$ cat src/rtl/sa_pkg.sv
package sa_pkg;

  localparam int XoW = 10;
  localparam logic [7:0] XoFull  = 8'b01101110;
  localparam logic [7:0] XoSWord = 8'b10101110;
  localparam logic [7:0] XoUWord = 8'b11101110;

  typedef enum logic [1:0] {
    ExtFull  = 2'd0,
    ExtSWord = 2'd1,
    ExtUWord = 2'd2
  } ext_mode_e;

  typedef struct packed {
    logic      load;
    ext_mode_e mode;
    logic      record;
  } sa_strobe_t;

endpackage

$ cat src/rtl/sa_ctrl.sv
module sa_ctrl
  import sa_pkg::*;
(
  input  logic           clk,
  input  logic           rst_n,
  input  logic           inValid,
  input  logic [XoW-1:0] opXo,
  input  logic           recordBit,
  input  logic           outReady,
  output logic           inReady,
  output logic           outValid,
  output logic           illegalOp,
  output sa_strobe_t     strobes
);

  logic      known;
  ext_mode_e mode;
  logic      accept;

  always_comb begin
    known = 1'b1;
    mode  = ExtFull;
    case (opXo[7:0])
      XoFull:  mode = ExtFull;
      XoSWord: mode = ExtSWord;
      XoUWord: mode = ExtUWord;
      default: known = 1'b0;
    endcase
  end

  assign inReady = !outValid || outReady;
  assign accept  = inValid && inReady;

  assign strobes.load   = accept && known;
  assign strobes.mode   = mode;
  assign strobes.record = recordBit;

  always_ff @(posedge clk) begin
    if (!rst_n) begin
      outValid  <= 1'b0;
      illegalOp <= 1'b0;
    end else begin
      illegalOp <= accept && !known;
      if (accept)
        outValid <= known;
      else if (outReady)
        outValid <= 1'b0;
    end
  end

  // an unknown code raises the flag and produces no result
  a_r6_illegal_no_valid: assert property (@(posedge clk) disable iff (!rst_n)
    (inValid && inReady && !known) |=> (illegalOp && !outValid));

  // a held result stays valid until it is taken
  a_r9_hold_valid: assert property (@(posedge clk) disable iff (!rst_n)
    (outValid && !outReady) |=> outValid);

  // a legal accept yields a result on the next cycle
  a_r9_one_cycle: assert property (@(posedge clk) disable iff (!rst_n)
    (inValid && inReady && known) |=> (outValid && !illegalOp));

endmodule

$ cat src/rtl/sa_datapath.sv
module sa_datapath
  import sa_pkg::*;
#(
  parameter int W   = 64,
  parameter int SHW = 2
)(
  input  logic           clk,
  input  logic           rst_n,
  input  sa_strobe_t     strobes,
  input  logic [W-1:0]   opA,
  input  logic [W-1:0]   opB,
  input  logic [SHW-1:0] shiftSel,
  input  logic           soIn,
  output logic [W-1:0]   result,
  output logic [3:0]     crField,
  output logic           crWrite
);

  localparam int Half = W / 2;
  localparam int NSh  = 1 << SHW;

  logic [W-1:0] extB;
  logic [W-1:0] shCand [NSh];
  logic [W-1:0] shifted;
  logic [W-1:0] sum;
  logic         isNeg;
  logic         isZero;
  logic [3:0]   crNext;

  always_comb begin
    case (strobes.mode)
      ExtSWord: extB = {{Half{opB[Half-1]}}, opB[Half-1:0]};
      ExtUWord: extB = {{Half{1'b0}}, opB[Half-1:0]};
      default:  extB = opB;
    endcase
  end

  for (genvar k = 0; k < NSh; k++) begin : g_shift
    assign shCand[k] = extB << (k + 1);
  end

  assign shifted = shCand[shiftSel];
  assign sum     = shifted + opA;
  assign isNeg   = sum[W-1];
  assign isZero  = (sum == '0);
  assign crNext  = {isNeg, !isNeg && !isZero, isZero, soIn};

  always_ff @(posedge clk) begin
    if (!rst_n) begin
      result  <= '0;
      crField <= '0;
      crWrite <= 1'b0;
    end else if (strobes.load) begin
      result  <= sum;
      crWrite <= strobes.record;
      if (strobes.record)
        crField <= crNext;
    end
  end

  // the output register changes only on a load
  a_r9_output_stable: assert property (@(posedge clk) disable iff (!rst_n)
    !strobes.load |=> ($stable(result) && $stable(crField)));

  // exactly one of LT, GT, EQ when the field is written
  a_r7_one_compare: assert property (@(posedge clk) disable iff (!rst_n)
    crWrite |-> ($countones(crField[3:1]) == 1));

  // EQ agrees with a zero result
  a_r7_eq_zero: assert property (@(posedge clk) disable iff (!rst_n)
    crWrite |-> (crField[1] == (result == '0)));

  // a non-recording load leaves the field alone
  a_r8_keep_field: assert property (@(posedge clk) disable iff (!rst_n)
    (strobes.load && !strobes.record) |=> $stable(crField));

endmodule

$ cat src/rtl/shift_add_unit.sv
module shift_add_unit
  import sa_pkg::*;
(
  input  logic        clk,
  input  logic        rst_n,
  input  logic        inValid,
  output logic        inReady,
  input  logic [9:0]  opXo,
  input  logic [63:0] opA,
  input  logic [63:0] opB,
  input  logic [1:0]  shiftSel,
  input  logic        recordBit,
  input  logic        soIn,
  output logic        outValid,
  input  logic        outReady,
  output logic [63:0] result,
  output logic [3:0]  crField,
  output logic        crWrite,
  output logic        illegalOp
);

  sa_strobe_t strobes;

  sa_ctrl uCtrl (
    .clk       (clk),
    .rst_n     (rst_n),
    .inValid   (inValid),
    .opXo      (opXo),
    .recordBit (recordBit),
    .outReady  (outReady),
    .inReady   (inReady),
    .outValid  (outValid),
    .illegalOp (illegalOp),
    .strobes   (strobes)
  );

  sa_datapath #(.W(64), .SHW(2)) uDp (
    .clk      (clk),
    .rst_n    (rst_n),
    .strobes  (strobes),
    .opA      (opA),
    .opB      (opB),
    .shiftSel (shiftSel),
    .soIn     (soIn),
    .result   (result),
    .crField  (crField),
    .crWrite  (crWrite)
  );

  // back-pressure reaches the input side
  a_r9_stall_blocks_input: assert property (@(posedge clk) disable iff (!rst_n)
    (outValid && !outReady) |-> !inReady);

endmodule

$ cat config.mk
export PLATFORM = sky130hd
export DESIGN_NAME = shift_add_unit
export DESIGN_NICKNAME = d
export VERILOG_FILES = /design/src/rtl/sa_pkg.sv /design/src/rtl/sa_ctrl.sv /design/src/rtl/sa_datapath.sv /design/src/rtl/shift_add_unit.sv
export SDC_FILE = /design/constraint.sdc
export NUM_CORES = 1
export LEC_CHECK = 0
export ABC_AREA = 1
export CORE_MARGIN = 10
export CORE_UTILIZATION = 50
export CTS_BUF_LIST = sky130_fd_sc_hd__clkbuf_8
export DETAILED_ROUTE_END_ITERATION = 12
export PLACE_DENSITY_LB_ADDON = 0.2
export SYNTH_ARGS = -nofsm -noshare
export SYNTH_HDL_FRONTEND = slang
export SYNTH_SLANG_ARGS = --single-unit
export TNS_END_PERCENT = 20
$ cat constraint.sdc
create_clock -name clk -period 5.87 [get_ports clk]
set_clock_uncertainty 0.15 [all_clocks]
set_input_delay 1.761 -clock clk [delete_from_list [all_inputs] [get_ports clk]]
set_output_delay 1.761 -clock clk [all_outputs]
set_load 0.03 [all_outputs]
==> metrics.cfg <==
[layout]
final_nets = 2463
design_area_sq_mm = 0.01497
layout.area.seq_sq_mm = 0.001421
multi_input_area_sq_mm = 0.008117
final_cell_mix = nand2_1 (611), inv_1 (378), clkdlybuf4s50_1 (211)
drive_gt1_frac = 0.2005
finalNonFillerCells = 2524
area_growth_pct = 45.96
fill_cells = 1775
diodes = 0
final_common_cell = nand2_1

[logic_synthesis]
ys.flop_type = dfxtp_1
syn_inst = 1903
postSynthAreaPerCell_sq_um = 5.391
synthDominantCellAreaShare = 0.2536
syn-num-nets = 2117
synth_warnings = 0
yosys.area_share.simple = 0.4103
synth_area_sq_mm = 0.01026
synth_cell_type_count = 37
synth_compound_area_frac = 0.1148
synthXorXnorAreaFrac = 0.01878
ys_seq_elements = 71
async_flop_share = 0
ys_seq_area_frac = 0.1386
synth.area.top_cells = nand2_1 (25%), inv_1 (14%), dfxtp_1 (14%), ha_1 (8.2%), mux2i_1 (7.3%)
synth_adder_area_share = 0.08367
synth_top_family_by_area = simple AND/OR/NAND/NOR gates
synthMuxAreaShare = 0.07318
synth_edf_count = 0
synth_largest_area_cell = nand2_1

[worst_setup_path]
critPathRequiredTime_ns = 5.93
crit_top_cell = nand2_1
slowest_stage = ha_4
critPathArrivalTime_ns = 5.98
crit_fanout = 6
crit_family = simple AND/OR/NAND/NOR gates
critPathMaxStageDelay_ns = 0.47
crit_buf_inv = 6
endpoint_kind = flop
crit_type = in2reg
setup.worst_path.start_class = input port

[clock_tree]
cts_tree = yes
clkTransAtPathRegs_ns = 0.08
cts_hold_buf = 0
cts_root_buffer = clkbuf_8
clock_path_buffers = 2
ctsHtreeMaxLevel = 3
cts_buffers = 9
clkLatencyLatePin_ns = 0.35
cts_sinks = 71

[global_route]
grt-ovfl-total = 0
grt_use_met2 = 0.5004
antenna_found_initial = 0
grt_pass1_vias = 11960
grt.busiest_layer = met2
use_met1 = 0.3083
track_usage = 0.2743
grt_pass1_wl_mm = 59.18
grt_use_met3 = 0.03448
grt_start_max_net_pins = 66

[min_path]
hold_path_class = reg2reg

[detailed_routing]
drc = 0
drt-vias-per-instance = 5.043
drt-pass1-iter-count = 6
post_drt_wl_per_cell_um = 15.65
postRouteAntennaNets = 0
wl_mm = 39.51
drt_iter0_markers = 993
vias = 12730

[floorplanning]
rows = 52
die_w_um = 163.2
fp.dieArea_sq_mm = 0.02665
core_sq_mm = 0.02023
die_h_um = 163.2
pin_count = 218
start_util = 0.5070

[power_and_ir_drop]
ir_drop_mv = 0.1502
p_seq_frac = 0.197
switching_power_w = 0.001122
p_int_w = 0.001352
p_per_area_mw_per_mm2 = 165.2
switching_share = 0.4535
clkPwrFrac = 0.159
comb_power_share = 0.644
p_leak_nw = 8.214

[sta]
slew_headroom = 0.4924
fin_crit_ns = 5.920
finalHoldViolations = 0
rsz0062_at_grt = yes
final_min_period_over_clock_period = 1.009
max_freq_ghz = 0.1689
drv_slew = 0
hold_ws_ns = 0.3188
worst_slew_pin_slew_ns = 0.7590
final-setup-viol-count = 2
fin_ws_ns = -0.05030

[run_status]
outcome = finished, violations left
violations = setup timing

[place]
io_buffers = 214
place.gp.congestion = 0.9748
dpl.hpwl_mm = 32.35
place_area_sq_mm = 0.01350
post-place-ws_ns = -0.7239
placed_cells = 2467

[run]
drv_cap = 0

-- through the flow --
| stage | utilization | setup TNS, ns | total power, W |
|---|---|---|---|
| global route | 0.7400 | -0.8190 | 0.002643 |
| detailed placement | 0.6673 | -8.882 | 0.001853 |
| CTS | 0.6801 | 0 | 0.002253 |
| global placement | 0.6673 | -6.594 | 0.001837 |
| finish | 0.7400 | -0.05265 | 0.002474 |
| floorplan | - | 0 | 0.001285 |
-- final timing paths --
check | to | cells after the start | slack (ns) | start
worst max register to register | uDp.result[28]$_SDFFE_PN0P_ | 8 | 4.04 | uCtrl.outValid$_SDFFE_PN0P_
worst max-delay path | uDp.crField[2]$_SDFFE_PN0P_ | 32 | -0.05 | opXo[3]
worst min register to register | uDp.crWrite$_SDFFE_PN0P_ | 2 | 0.32 | uDp.crWrite$_SDFFE_PN0P_
worst min-delay path | uDp.crWrite$_SDFFE_PN0P_ | 2 | 0.32 | uDp.crWrite$_SDFFE_PN0P_
-- power by group through the flow --
stage	registers [W]	logic, W	clock network, W
2_1_floorplan	0.000504	0.000781	0
3_3_place_gp	0.000497	0.00134	0
3_5_place_dp	0.000498	0.00136	0
4_1_cts	0.000486	0.00137	0.000397
5_1_grt	0.000487	0.00174	0.000417
6_report	0.000486	0.00159	0.000394
-- worst min-delay path, cell delays in order (launching register included) --
cell and delay, ns:
dfxtp_1 0.31, nand2_1 0.06, a21oi_1 0.05
-- cell type report --
| type | count | area share |
|---|---|---|
| timing repair buffer | 378 | 0.2269 |
| clock buffer | 9 | 0.008273 |
| clock inverter | 7 | 0.004847 |
| multi-input combinational | 1395 | 0.5421 |
| inverter | 392 | 0.09911 |
| sequential | 71 | 0.09493 |
| timing repair inverter | 2 | 0.001337 |
| tap | 270 | 0.02256 |
-- synthesized netlist by cell type (10+ instances only) --
master / n
nor2_2: 15
dfxtp_1: 71
nand3b_1: 18
buf_1: 11
o21ai_0: 106
ha_1: 67
mux2i_1: 75
nand2_1: 693
o211ai_1: 37
nand3_1: 69
clkbuf_1: 27
a21oi_1: 57
nor3_1: 10
inv_1: 389
nand4_1: 13
xnor2_1: 14
nor2_1: 167
-- logic make-up after synthesis --
| group | count (synthesis) |
|---|---|
| compound gates | 211 |
| xor+xnor | 22 |
| mux | 75 |
| flops | 71 |
| buf+inv | 437 |
| simple gates | 1019 |
| fa+ha+maj | 68 |
-- sequential cells by signal (all words and copies together) (netlist names) --
name / cells
uDp.result: 64
uDp.crField: 4
uDp.crWrite: 1
uCtrl.illegalOp: 1
uCtrl.outValid: 1
-- what timing repair did --
action                     CTS  global route
gates cloned                 0             4
setup endpoints to repair    7            27
pin swaps                    7            80
buffers inserted             4            33
gates resized for setup     12           319
-- per-layer routing --
layer,vias to the layer above,share of wire
met5,-,0
met4,0,0.054
met3,102,0.048
met2,388,0.50
met1,5671,0.40
li1,6568,-
(Power assumes the default switching activity.)
